File: src/rtl/cbt_pkg.sv
package cbt_pkg;

  typedef enum logic [1:0] {
    SYNC_NONE   = 2'd0,
    SYNC_HARD   = 2'd1,
    SYNC_RESYNC = 2'd2
  } sync_kind_e;

  // strobes from the timing control to the bit datapath
  typedef struct packed {
    logic       tick;       // a quantum ends in this clock
    logic       sampleNow;  // this quantum is the sampling quantum
    logic       bitStart;   // a new bit begins after this quantum
    sync_kind_e syncKind;   // sync performed since last sample point
  } cbt_strobe_t;

endpackage

File: src/rtl/cbt_ctrl.sv
module cbt_ctrl
  import cbt_pkg::*;
#(
  parameter int PRESC_W = 10,
  parameter int SEG1_W  = 4,
  parameter int SEG2_W  = 3,
  parameter int JUMP_W  = 2
) (
  input  logic               clk,
  input  logic               rstN,
  input  logic [PRESC_W-1:0] cfgPresc,
  input  logic [SEG1_W-1:0]  cfgSeg1,
  input  logic [SEG2_W-1:0]  cfgSeg2,
  input  logic [JUMP_W-1:0]  cfgJump,
  input  logic               busIdle,
  input  logic               fallEdge,
  output cbt_strobe_t        strobes
);

  localparam int MAX_POS = (1 << SEG1_W) + (1 << SEG2_W) + (1 << JUMP_W) + 2;
  localparam int POS_W   = $clog2(MAX_POS + 1);
  typedef logic [POS_W-1:0] pos_t;

  logic [PRESC_W-1:0] prescCnt;
  logic               tick;
  pos_t               posR, posN, extR, extN, cutR, cutN;
  pos_t               seg1F, seg2F, jumpF, seg1End, bitEnd, earlyErr;
  pos_t               seg1EndAdj, bitEndAdj;
  logic               lockR, lockN;
  sync_kind_e         accR, accN;
  logic               edgeQ, hardEv, resyncEv, sampleNow, bitStart;

  // quantum generation
  assign tick = (prescCnt == cfgPresc);

  always_ff @(posedge clk or negedge rstN) begin
    if (!rstN) prescCnt <= '0;
    else       prescCnt <= tick ? '0 : prescCnt + 1'b1;
  end

  // functional lengths and current segment ends
  assign seg1F    = pos_t'(cfgSeg1) + pos_t'(1);
  assign seg2F    = pos_t'(cfgSeg2) + pos_t'(1);
  assign jumpF    = pos_t'(cfgJump) + pos_t'(1);
  assign seg1End  = seg1F + extR;
  assign bitEnd   = seg1End + seg2F - cutR;
  assign earlyErr = bitEnd + pos_t'(1) - posR;

  assign edgeQ    = tick & fallEdge & ~lockR;
  assign hardEv   = edgeQ & busIdle;
  assign resyncEv = edgeQ & ~busIdle & (posR != '0);

  always_comb begin
    posN       = posR;
    extN       = extR;
    cutN       = cutR;
    lockN      = lockR;
    accN       = accR;
    sampleNow  = 1'b0;
    bitStart   = 1'b0;
    seg1EndAdj = seg1End;
    bitEndAdj  = bitEnd;
    if (tick) begin
      posN = posR + pos_t'(1);
      if (hardEv) begin
        posN     = pos_t'(1);
        extN     = '0;
        cutN     = '0;
        bitStart = 1'b1;
        lockN    = 1'b1;
        accN     = SYNC_HARD;
      end else begin
        if (resyncEv) begin
          lockN = 1'b1;
          accN  = SYNC_RESYNC;
          if (posR <= seg1End) begin
            extN = extR + ((posR < jumpF) ? posR : jumpF);
          end else if (earlyErr <= jumpF) begin
            posN     = pos_t'(1);
            extN     = '0;
            cutN     = '0;
            bitStart = 1'b1;
          end else begin
            cutN = cutR + jumpF;
          end
        end
        if (!bitStart) begin
          seg1EndAdj = seg1F + extN;
          bitEndAdj  = seg1EndAdj + seg2F - cutN;
          sampleNow  = (posR == seg1EndAdj);
          if (posR == bitEndAdj) begin
            posN     = '0;
            extN     = '0;
            cutN     = '0;
            bitStart = 1'b1;
          end
        end
      end
      if (sampleNow) begin
        lockN = 1'b0;
        accN  = SYNC_NONE;
      end
    end
  end

  always_ff @(posedge clk or negedge rstN) begin
    if (!rstN) begin
      posR  <= '0;
      extR  <= '0;
      cutR  <= '0;
      lockR <= 1'b0;
      accR  <= SYNC_NONE;
    end else begin
      posR  <= posN;
      extR  <= extN;
      cutR  <= cutN;
      lockR <= lockN;
      accR  <= accN;
    end
  end

  assign strobes = '{tick: tick, sampleNow: sampleNow, bitStart: bitStart, syncKind: accR};


  ext_within_jump_chk: assert property (@(posedge clk) disable iff (!rstN)
    extR <= jumpF);


  cut_within_jump_chk: assert property (@(posedge clk) disable iff (!rstN)
    cutR <= jumpF);


  single_lengthen_chk: assert property (@(posedge clk) disable iff (!rstN)
    (extR > $past(extR)) |-> !$past(lockR));

endmodule

File: src/rtl/cbt_dp.sv
module cbt_dp
  import cbt_pkg::*;
(
  input  logic        clk,
  input  logic        rstN,
  input  cbt_strobe_t strobes,
  input  logic        rxIn,
  input  logic        nextBit,
  output logic        fallEdge,
  output logic        samplePoint,
  output logic        sampledBit,
  output sync_kind_e  syncMode,
  output logic        txOut
);

  logic prevRx;
  logic pendBit;

  // line value at the end of the previous quantum
  always_ff @(posedge clk or negedge rstN) begin
    if (!rstN)             prevRx <= 1'b1;
    else if (strobes.tick) prevRx <= rxIn;
  end

  assign fallEdge = prevRx & ~rxIn;

  always_ff @(posedge clk or negedge rstN) begin
    if (!rstN) begin
      samplePoint <= 1'b0;
      sampledBit  <= 1'b1;
      syncMode    <= SYNC_NONE;
      pendBit     <= 1'b1;
      txOut       <= 1'b1;
    end else begin
      samplePoint <= strobes.sampleNow;
      if (strobes.sampleNow) begin
        sampledBit <= rxIn;
        syncMode   <= strobes.syncKind;
      end
      if (samplePoint) pendBit <= nextBit;
      if (strobes.bitStart) txOut <= samplePoint ? nextBit : pendBit;
    end
  end


  strobe_single_cycle_chk: assert property (@(posedge clk) disable iff (!rstN)
    samplePoint |=> !samplePoint);


  tx_only_at_bit_start_chk: assert property (@(posedge clk) disable iff (!rstN)
    !$stable(txOut) |-> $past(strobes.bitStart));


  mode_only_at_sample_chk: assert property (@(posedge clk) disable iff (!rstN)
    !$stable(syncMode) |-> samplePoint);

endmodule

File: src/rtl/can_bit_timer.sv
module can_bit_timer
  import cbt_pkg::*;
#(
  parameter int PRESC_W = 10,
  parameter int SEG1_W  = 4,
  parameter int SEG2_W  = 3,
  parameter int JUMP_W  = 2
) (
  input  logic               clk,
  input  logic               rstN,
  input  logic [PRESC_W-1:0] cfgPresc,
  input  logic [SEG1_W-1:0]  cfgSeg1,
  input  logic [SEG2_W-1:0]  cfgSeg2,
  input  logic [JUMP_W-1:0]  cfgJump,
  input  logic               busIdle,
  input  logic               rxIn,
  input  logic               nextBit,
  output logic               samplePoint,
  output logic               sampledBit,
  output logic [1:0]         syncMode,
  output logic               txOut
);

  cbt_strobe_t strobes;
  logic        fallEdge;
  sync_kind_e  modeQ;

  cbt_ctrl #(
    .PRESC_W(PRESC_W),
    .SEG1_W (SEG1_W),
    .SEG2_W (SEG2_W),
    .JUMP_W (JUMP_W)
  ) ctrl_i (
    .clk     (clk),
    .rstN    (rstN),
    .cfgPresc(cfgPresc),
    .cfgSeg1 (cfgSeg1),
    .cfgSeg2 (cfgSeg2),
    .cfgJump (cfgJump),
    .busIdle (busIdle),
    .fallEdge(fallEdge),
    .strobes (strobes)
  );

  cbt_dp dp_i (
    .clk        (clk),
    .rstN       (rstN),
    .strobes    (strobes),
    .rxIn       (rxIn),
    .nextBit    (nextBit),
    .fallEdge   (fallEdge),
    .samplePoint(samplePoint),
    .sampledBit (sampledBit),
    .syncMode   (modeQ),
    .txOut      (txOut)
  );

  assign syncMode = modeQ;

endmodule

File: config.mk
export PLATFORM = sky130hd
export DESIGN_NAME = can_bit_timer
export DESIGN_NICKNAME = d
export VERILOG_FILES = /design/src/rtl/cbt_pkg.sv /design/src/rtl/cbt_ctrl.sv /design/src/rtl/cbt_dp.sv /design/src/rtl/can_bit_timer.sv
export SDC_FILE = /design/constraint.sdc
export NUM_CORES = 1
export LEC_CHECK = 0
export BUFFER_PORTS_ARGS = -buffer_cell sky130_fd_sc_hd__buf_4
export CORE_MARGIN = 2
export CORE_UTILIZATION = 55
export DETAILED_ROUTE_END_ITERATION = 8
export PLACE_DENSITY = 0.78
export SKIP_LAST_GASP = 1
export SYNTH_ARGS = -nofsm -noshare
export SYNTH_HDL_FRONTEND = slang
export SYNTH_SLANG_ARGS = --single-unit
File: constraint.sdc
create_clock -name clk -period 6.8 [get_ports clk]
set_input_delay 0 -clock clk [delete_from_list [all_inputs] [get_ports clk]]
set_output_delay 0 -clock clk [all_outputs]
set_load 0.03 [all_outputs]
Word-level counts from Yosys, hierarchy flattened
Cells that the tools add are included.
{"block": "word_totals", "ff_bits": 35, "latchBits": 0, "ramBits": 0, "mem_bits_ro": 0, "inputBits": 24, "elab_cells": 89, "mem_count": 0}
{"block": "classes", "addsub": 15, "n_mul": 0, "div_mod_pow": 0, "magnitude_cmp": 3, "eq_ne": 3, "n_shift": 0, "mux": 44, "n_bitwise": 9, "reduce_logical": 3}
{"op": "5-bit 2-to-1 mux", "n": 23}
{"op": "5-bit adder", "n": 6}
{"op": "1-bit 2-to-1 mux", "n": 17}
{"op": "5-bit subtractor", "n": 3}
{"op": "10-bit by 1-bit adder with 10-bit output (second input constant)", "n": 1}
{"op": "5-bit by 1-bit adder with 5-bit output (second input constant)", "n": 2}
{"op": "10-bit == test", "n": 1}
{"op": "5-bit == test", "n": 2}
{"op": "5-bit less-or-equal comparator", "n": 2}
{"op": "10-bit 2-to-1 mux", "n": 1}
{"op": "1-bit bitwise AND", "n": 6}
{"op": "2-bit 2-to-1 mux", "n": 3}
{"op": "4-bit by 1-bit adder with 5-bit output (second input constant)", "n": 1}
{"op": "5-bit less-than comparator", "n": 1}
{"op": "5-bit nonzero test", "n": 1}
{"op": "3-bit by 1-bit adder with 4-bit output (second input constant)", "n": 1}
{"op": "2-bit by 1-bit adder with 3-bit output (second input constant)", "n": 1}
{"op": "1-bit inverter", "n": 3}
{"op": "3-bit nonzero test", "n": 1}
{"op": "2-bit AND reduction", "n": 1}

Depth between registers and ports, before layout
Gate-level depths: netlist of the first run.
{"block": "logic_depth", "depth_word": 20, "depth_mapped": 33}

Cells and area by module
Synthesis of the first run repeated with hierarchy kept, for this count alone.
{"block": "hier_totals", "hier_cells": 390, "hier_area_um2": 3508.4}
{"mod": "cbt_ctrl", "n_inst": 1, "cells_per_inst": 376, "area_each_um2": 3246.9, "seq_area_each_um2": 700.7}
{"mod": "cbt_dp", "n_inst": 1, "cells_per_inst": 14, "area_each_um2": 261.5, "seq_area_each_um2": 180.2}

Worst setup path after synthesis of the first run
No wires, ideal clock.
{"block": "synth_timing", "kind": "register to register", "from": "register ctrl_i.extR[2]", "to": "register ctrl_i.posR[4]", "setup_ns": 0.120, "arrival_time_ns": 7.397, "required_ns": 6.680, "path_slack_ns": -0.716, "path_stages_with_launch": 29, "period_less_slack_ns": 7.516, "path_cell_list": "dfrtp_1 > ha_1 > a21oi_1 > nand2_1 > xnor2_1 > fa_1 > inv_1 > fa_1 > ha_1 > o21a_1 > or3_1 > and4_4 > nor3_1 > o21ai_0 > a22o_1 > ha_1 > inv_1 > fa_1 > fa_1 > fa_1 > nand2b_1 > a21oi_1 > xor2_1 > xnor3_1 > xor2_1 > xnor2_1 > xor2_1 > or3_1 > and3_1"}
{"block": "synth_via", "elab_chain_cells": 18, "elab_cells_between_ends": 33, "cone_classes": "9 x add/sub; 2 x order compare; 1 x eq/ne; 21 x mux"}
{"element": "start, declared", "line_no": "cbt_ctrl.sv:26", "source": "pos_t posR, posN, extR, extN, cutR, cutN;"}
{"element": "start signal, assigned", "line_no": "cbt_ctrl.sv:115", "source": "extR <= extN;"}
{"element": "5-bit adder", "line_no": "cbt_ctrl.sv:45", "source": "assign seg1End = seg1F + extR;"}
{"element": "5-bit adder", "line_no": "cbt_ctrl.sv:46", "source": "assign bitEnd = seg1End + seg2F - cutR;"}
{"element": "5-bit subtractor", "line_no": "cbt_ctrl.sv:46"}
{"element": "5-bit by 1-bit adder with 5-bit output", "line_no": "cbt_ctrl.sv:47", "source": "assign earlyErr = bitEnd + pos_t'(1) - posR;"}
{"element": "5-bit subtractor", "line_no": "cbt_ctrl.sv:47"}
{"element": "5-bit less-or-equal comparator", "line_no": "cbt_ctrl.sv:78", "source": "end else if (earlyErr <= jumpF) begin"}
{"element": "5-bit 2-to-1 mux", "line_no": "cbt_ctrl.sv:78"}
{"element": "5-bit 2-to-1 mux", "line_no": "cbt_ctrl.sv:76", "source": "if (posR <= seg1End) begin"}
{"element": "[2 not listed]"}
{"element": "5-bit 2-to-1 mux", "line_no": "cbt_ctrl.sv:63", "source": "if (tick) begin"}
{"element": "5-bit adder", "line_no": "cbt_ctrl.sv:88", "source": "seg1EndAdj = seg1F + extN;"}
{"element": "5-bit adder", "line_no": "cbt_ctrl.sv:89", "source": "bitEndAdj = seg1EndAdj + seg2F - cutN;"}
{"element": "5-bit subtractor", "line_no": "cbt_ctrl.sv:89"}
{"element": "5-bit == test", "line_no": "cbt_ctrl.sv:91", "source": "if (posR == bitEndAdj) begin"}
{"element": "5-bit 2-to-1 mux", "line_no": "cbt_ctrl.sv:91"}
{"element": "5-bit 2-to-1 mux *", "line_no": "cbt_ctrl.sv:87", "source": "if (!bitStart) begin"}
{"element": "5-bit 2-to-1 mux *", "line_no": "cbt_ctrl.sv:65", "source": "if (hardEv) begin"}
{"element": "end signal, assigned", "line_no": "cbt_ctrl.sv:114", "source": "posR <= posN;"}
{"element": "end, declared", "line_no": "cbt_ctrl.sv:26"}
Mark *: on every way between the ends. The rest lies on a longest branch, timed or not. The select of a mux whose other input is x is not followed.
A chain may end at the register's enable or synchronous reset.

Final worst setup path of the first run
{"block": "layout_timing", "from": "register ctrl_i.extR[0]", "to": "register ctrl_i.posR[1]"}
Same word-level chain as after synthesis.

==> impl_results.md, run 1 <==
- Status: finished, violations left
- Failing checks: design-rule violations, negative setup slack
- MaxCap Viol Count: 0
- Ys flop type: dfrtp_1
- Largest area contributor in the netlist: dfrtp_1
- Crit Path Class: reg -> reg
- TritonCTS Sinks: 35
- Via Count: 3319
- Diode count: 0
- Vias in the first global route: 3497
- FF-to-FF path depth: 31
- Hold Crit Depth: 4
- Sw frac: 0.399
- H-tree Lvls: 2
- Clock-pin transition on the worst setup and hold timing paths: 0.08 ns
- Maximum VDD drop: 181 uV
- Number of cell rows: 29
- Slew Viols, Final: 0
- Post-Layout Cell Count: 574
- Crit path arrival time: 7.39 ns
- Post-Syn Area per Cell: 9.20 um2
- Leak Pwr: 2.28 nW
- Async SR Flop Fraction: 1.00
- RD Place Congestion: 0.972
- Post-Place Cells: 548
- Dpl ws: -0.594 ns
- Seq/Total Area, Yosys: 0.239
- First-pass GRT wire length: 16100 um
- RSZ-0062 raised after global routing: true
- Setup_tns: -5.50 ns
- Hold crit path type: in -> reg
- Worst skew pair latency: 0.30 ns
- Syn nets: 481
- Post-synth EDFFs: 0
- Routed Antenna Nets: 0
- Worst EP required: 6.95 ns
- Largest stage delay on the critical path: 0.54 ns
- Worst-path maximum fanout: 3
- Total GRT Usage: 0.281
- Fin worst setup slack: -0.444 ns
- Fraction of layout cells with a size suffix above 1: 0.332
- Fillcell total: 462
- Internal Power: 0.000797 W
- Die area: 7380 um2
- Seq pwr share: 0.203
- Initial antenna violation count: 0
- YS warnings: 0
- Num CTS Buffers: 5
- Cell count after synthesis: 401
- Initial DRT Pass Iterations: 7
- Unique cell type count in the Yosys netlist: 61
- Synth Register Bits: 35
- DRC viols: 2
- Cell area after synthesis: 3690 um2
- Largest net degree at the start of global routing: 36
- Top Ports: 29
- Slowest cell on crit path: fa_1
- DP HPWL: 7640 um
- PortBufs: 28
- DR WL/cell: 17.3 um
- F_max: 0.138 GHz
- Period utilization: 1.07
- Core region area: 6420 um2
- Clock share of power: 0.128
- Vias per Instance: 5.78
- Die W: 85.9 um
- CTS tree: done
- Nets@finish: 576
- Die height: 85.9 um
- Worst Tran Pin Value: 0.791 ns
- Most used cell, CP: fa_2
- Total design power: 0.00133 W
- Max Buffers Root-to-Sink: 2
- Worst relative slew slack: 0.473
- Area growth, synth to finish: 31.8%
- Net switching power figure: 0.000529 W
- Final setup viols: 15
- Fin crit period: 7.24 ns
- PD cells: 273 nW/um2
- Type of element launching the critical path: flip-flop
- Root Buffer: clkbuf_8
- Initial Utilization: 0.574
- Comb power frac: 0.669
- Setup crit end kind: flip-flop
- Final hold vios: 0
- Synth top area cells: dfrtp_1 21%, ha_1 14%, fa_1 7.6%
- Final wirelength: 9960 um
- Grt ovf: 0
- Setup Skew: 0.0110 ns
- Post-synth top area share: 0.210
- Initial DRC Count: 218
layout by cell type, fill, tap and decap left out, types with 15 or more instances in the layout:
cell and instances:
buf_4 91, inv_1 34, ha_1 33, dfrtp_1 30, nand2_1 29, nor2_1 27, xor2_1 22, xnor2_1 21
nand3_1 15
power groups by stage:
stage	logic, W	registers [W]	clock network [W]
floorplan	0.000488	0.000265	0
global placement	0.000692	0.000271	0
detailed placement	0.000722	0.000271	0
CTS	0.000793	0.000268	0.000172
global route	0.000963	0.000274	0.000183
finish	0.000887	0.000269	0.000170
flip-flops by register name, summed over array words and instances, names as in the netlist:
register / cells
dp_i.syncMode: 2
dp_i.txOut: 1
dp_i.samplePoint: 1
ctrl_i.prescCnt: 10
dp_i.sampledBit: 1
dp_i.prevRx: 1
ctrl_i.lockR: 1
ctrl_i.posR: 5
dp_i.pendBit: 1
ctrl_i.extR: 5
ctrl_i.cutR: 5
ctrl_i.accR: 2
worst paths after layout:
path	start	end	slack, ns
min reg2reg	dp_i.prevRx	dp_i.prevRx	0.47
max reg2reg	ctrl_i.extR[0]	ctrl_i.posR[1]	-0.44
min in group asynchronous	rstN	ctrl_i.accR[0]	0.19
max	ctrl_i.extR[0]	ctrl_i.posR[1]	-0.44
min	busIdle	ctrl_i.accR[0]	0.15
max in group asynchronous	rstN	dp_i.txOut	6.25
cell usage after synthesis, drive strengths merged (2+ instances only):
master / number
ha: 42
inv: 37
dfrtp: 31
xnor2: 30
nand2: 29
nor2: 28
xor2: 26
o21ai: 19
a21oi: 16
nand3: 16
fa: 14
a22o: 8
and3: 7
nor2b: 7
nor3: 7
o21a: 7
a21o: 6
and2: 5
buf: 5
mux2: 5
or3: 5
dfstp: 4
nand2b: 4
a31oi: 3
and4: 3
clkbuf: 3
mux2i: 3
nand4: 3
nor4: 3
o22ai: 3
a21boi: 2
a22oi: 2
stage by stage:
stage	instance area (um2)	hold WS [ns]	util
final	4860	0.148	0.757
after global routing	4860	0.190	0.757
after CTS	4680	0.149	0.728
after detailed placement	4460	-0.0138	0.694
after global placement	4460	-0.0169	0.694
after floorplan	3830	-0.296	-
area by class of cell:
type	count	area, um2	area share
multi-input cells	321	2900	0.597
inverters	37	139	0.0286
clock buffers	7	96.3	0.0198
clock inverters	1	7.51	0.00154
flip-flops and latches	35	882	0.181
repair buffers	96	736	0.151
well taps	77	96.3	0.0198
worst max-delay path, delay by kind of cell (launching register included):
family	cells	cell delay, ns
adders and majority gates	8	2.88
buffers and inverters	5	0.47
and+or+nand+nor	5	1.05
DFF	1	0.40
AOI/OAI and AO/OA	6	0.95
xor gates and xnor gates	7	1.34
per-layer routing:
layer  track usage  vias up  wire length [um]
met5             0        -                 0
met4         0.120        0               318
met3        0.0385       27               498
met2         0.501      121              5180
met1         0.338     1599              3960
li1              -     1572                 -
what timing repair did:
action,in CTS,in global routing
pin swaps,24,18
hold buffers,3,0
setup endpoints to repair,16,16
buffers inserted,7,11
endpoints found under the hold margin,38,0
gates resized for setup,10,19
cell families (layout without fill, tap and decap cells):
family          after synthesis  after routing  synth area share
simple gates                123            123             0.173
compound gates               75             75             0.140
xor+xnor                     58             58             0.153
fa+ha+maj                    56             56             0.219
buf+inv                      45            141            0.0519
flops                        35             35             0.239
mux                           8              8            0.0234
other cells                   1              1           0.00102
Note: power is estimated with default switching activity, not from simulation.
==> run 2: changes to the inputs <==
Settings changed: CORE_UTILIZATION 55 to 50, PLACE_DENSITY 0.78 to 0.72.
==> run 2 against run 1 <==
Effect of this change:
- the flow finishes with violations (negative setup slack)
- combinational power down 0.7%
- clock-buffer cell count down 2
- global-route usage down 2.0 points
- power up 1.5%
- flip-flop and latch count unchanged
- cell count up 3.8%
- fmax up 0.74%
- first-iteration DRC count up 5.5%
- sequential share of layout area down 0.16 points
- largest power group unchanged
- clock power up 16%
==> impl_results.md, run 2 (synthesized netlist as in run 1, its figures left out) <==
- Status: finished, violations left
- Failing checks: negative setup slack
- Sw frac: 0.404 (+0.00473)
- PortBufs: 28 (unchanged)
- Clock-pin transition on the worst setup and hold timing paths: 0.09 ns (about the same)
- Initial DRT Pass Iterations: 5 (-2)
- Diode count: 0 (unchanged)
- TritonCTS Sinks: 35 (unchanged)
- CTS tree: done
- H-tree Lvls: 2 (unchanged)
- RSZ-0062 raised after global routing: true
- Type of element launching the critical path: flip-flop
- First-pass GRT wire length: 16700 um (+3.8%)
- Die W: 89.9 um (+4.7%)
- Initial antenna violation count: 0 (unchanged)
- Fin Hold WS: 0.167 ns (+0.0185 ns)
- Total design power: 0.00135 W (+1.5%)
- Max Buffers Root-to-Sink: 2 (unchanged)
- Most common cell after layout, fill and taps aside: buf_4
- Final setup viols: 16 (+1)
- Slew Viols, Final: 0 (unchanged)
- Comb power frac: 0.654 (-0.015)
- Seq pwr share: 0.199 (-0.004)
- Crit Path Class: reg -> reg
- Slowest cell on crit path: fa_1
- Worst-path maximum fanout: 4 (+1)
- Worst Path Buf+Inv: 4 (-1)
- Fraction of layout cells with a size suffix above 1: 0.340 (+0.00805)
- Worst relative slew slack: 0.441 (-0.0317)
- DP HPWL: 7870 um (+3.0%)
- Number of cell rows: 31 (+6.9%)
- DRC viols: 0 (-2)
- Top Ports: 29 (unchanged)
- MaxCap Viol Count: 0 (unchanged)
- Net switching power figure: 0.000543 W (+2.7%)
- Leak Pwr: 2.27 nW (-0.35%)
- Nets@finish: 576 (unchanged)
- Worst EP required: 7.02 ns (+0.07 ns)
- Largest register FFs: 10 (unchanged)
- Hold Crit Depth: 4 (unchanged)
- Routed Antenna Nets: 0 (unchanged)
- Num CTS Buffers: 5 (unchanged)
- Area growth, synth to finish: 33.0%
- Crit path arrival time: 7.41 ns (+0.02 ns)
- Total GRT Usage: 0.261 (-0.0205)
- Setup crit end kind: flip-flop
- Die height: 89.9 um (+4.7%)
- Grt ovf: 0 (unchanged)
- Vias per Instance: 5.60 (-3.1%)
- Worst Tran Pin Value: 0.838 ns (+0.0476 ns)
- F_max: 0.139 GHz (+0.74%)
- Most frequent cells in the layout: 90 x buf_4, 32 x inv_1, 32 x ha_1
- Final hold vios: 0 (unchanged)
- FF-to-FF path depth: 30 (-3.2%)
- Period utilization: 1.06 (-0.00781)
- Setup Skew: 0.0173 ns (+0.00628 ns)
- Delay-heaviest family, CP: adder cells
- Final wirelength: 10200 um (+2.7%)
- RD Place Congestion: 0.980 (+0.79%)
- Maximum VDD drop: 172 uV (-4.8%)
- Core region area: 7210 um2 (+12%)
- Most used cell, CP: xnor2_2
- Vias in the first global route: 3516 (+0.54%)
- Fin worst setup slack: -0.391 ns (+0.0531 ns)
- Largest register by flop count: ctrl_i.prescCnt
- DR WL/cell: 17.2 um (-1.1%)
- Initial DRC Count: 230 (+5.5%)
- Largest stage delay on the critical path: 0.56 ns (+0.02 ns)
- Critical path depth: 30 (-3.2%)
- Largest net degree at the start of global routing: 36 (unchanged)
- Worst skew pair latency: 0.31 ns (about the same)
- Fin crit period: 7.19 ns (-0.0531 ns)
- Root Buffer: clkbuf_8
- Setup_tns: -5.47 ns (+0.0345 ns)
- Via Count: 3338 (+0.57%)
- Die area: 8080 um2 (+9.5%)
- Internal Power: 0.000803 W (+0.73%)
- PD cells: 275 nW/um2 (+0.62%)
- Clock share of power: 0.146 (+0.018)
- Initial Utilization: 0.511 (-0.0630)
- Hold crit path type: in -> reg
run 2: changes by cell type in the layout (fill, tap and decap cells not counted), sizes merged:
cell / previous run / this run
clkinvlp: 1 / 0
clkinv: 0 / 2
clkbuf: 7 / 5
bufinv: 0 / 1
run 2: metrics by stage:
step           setup WS, ns  std cells  cell area [um2]   util
6_report             -0.391        596             4900  0.680
5_1_grt              -0.642        596             4900  0.680
4_1_cts              -0.272        591             4780  0.663
3_5_place_dp         -0.541        572             4500  0.624
3_3_place_gp         -0.384        572             4500  0.624
2_1_floorplan        -0.223        401             3830      -
run 2: timing repair:
action                     CTS  global route
pin swaps                   26            18
hold buffers                 3             0
hold endpoints to repair    38             0
buffers inserted             8             6
gates resized for setup     18            17
setup endpoints to repair   16            16
run 2: final cells by class:
cell class | instances | area, um2
Timing Repair Buffer | 96 | 739
Clock inverter | 3 | 43.8
Inverter | 37 | 141
Multi-Input combinational cell | 321 | 2910
Clock buffer | 5 | 68.8
Sequential cell | 35 | 882
Fill cell | 591 | 2310
Tap cell | 99 | 124
run 2: worst reg2reg max path, delay by kind of cell (launching register included):
kind | cells | cell delay (ns)
AND/OR/NAND/NOR | 5 | 1.12
flip-flops | 1 | 0.36
adder cells (fa/ha/maj) | 8 | 2.91
buffers and inverters | 4 | 0.29
AO/OA/AOI/OAI | 6 | 1.05
XOR/XNOR | 7 | 1.37
run 2: path summary, 6_finish.rpt:
| path | start | slack (ns) | end |
|---|---|---|---|
| max in group asynchronous | rstN | 6.26 | dp_i.prevRx |
| worst min register to register | dp_i.prevRx | 0.48 | dp_i.prevRx |
| worst max-delay path | ctrl_i.extR[0] | -0.39 | ctrl_i.extR[1] |
| worst min-delay path | busIdle | 0.17 | ctrl_i.lockR |
| worst max register to register | ctrl_i.extR[0] | -0.39 | ctrl_i.extR[1] |
| min in group asynchronous | rstN | 0.18 | ctrl_i.extR[1] |
run 2: power groups by stage:
stage / Clock [W] / Combinational (W) / Sequential (W)
floorplan: 0 / 0.000488 / 0.000265
global placement: 0 / 0.000696 / 0.000271
detailed placement: 0 / 0.000730 / 0.000271
CTS: 0.000198 / 0.000816 / 0.000268
global route: 0.000205 / 0.000956 / 0.000272
finish: 0.000197 / 0.000881 / 0.000268
run 2: metal layers:
metal	routed length [um]	global-route usage
met3	508	0.0310
met4	368	0.0962
met2	5210	0.475
met5	0	0
met1	4140	0.317
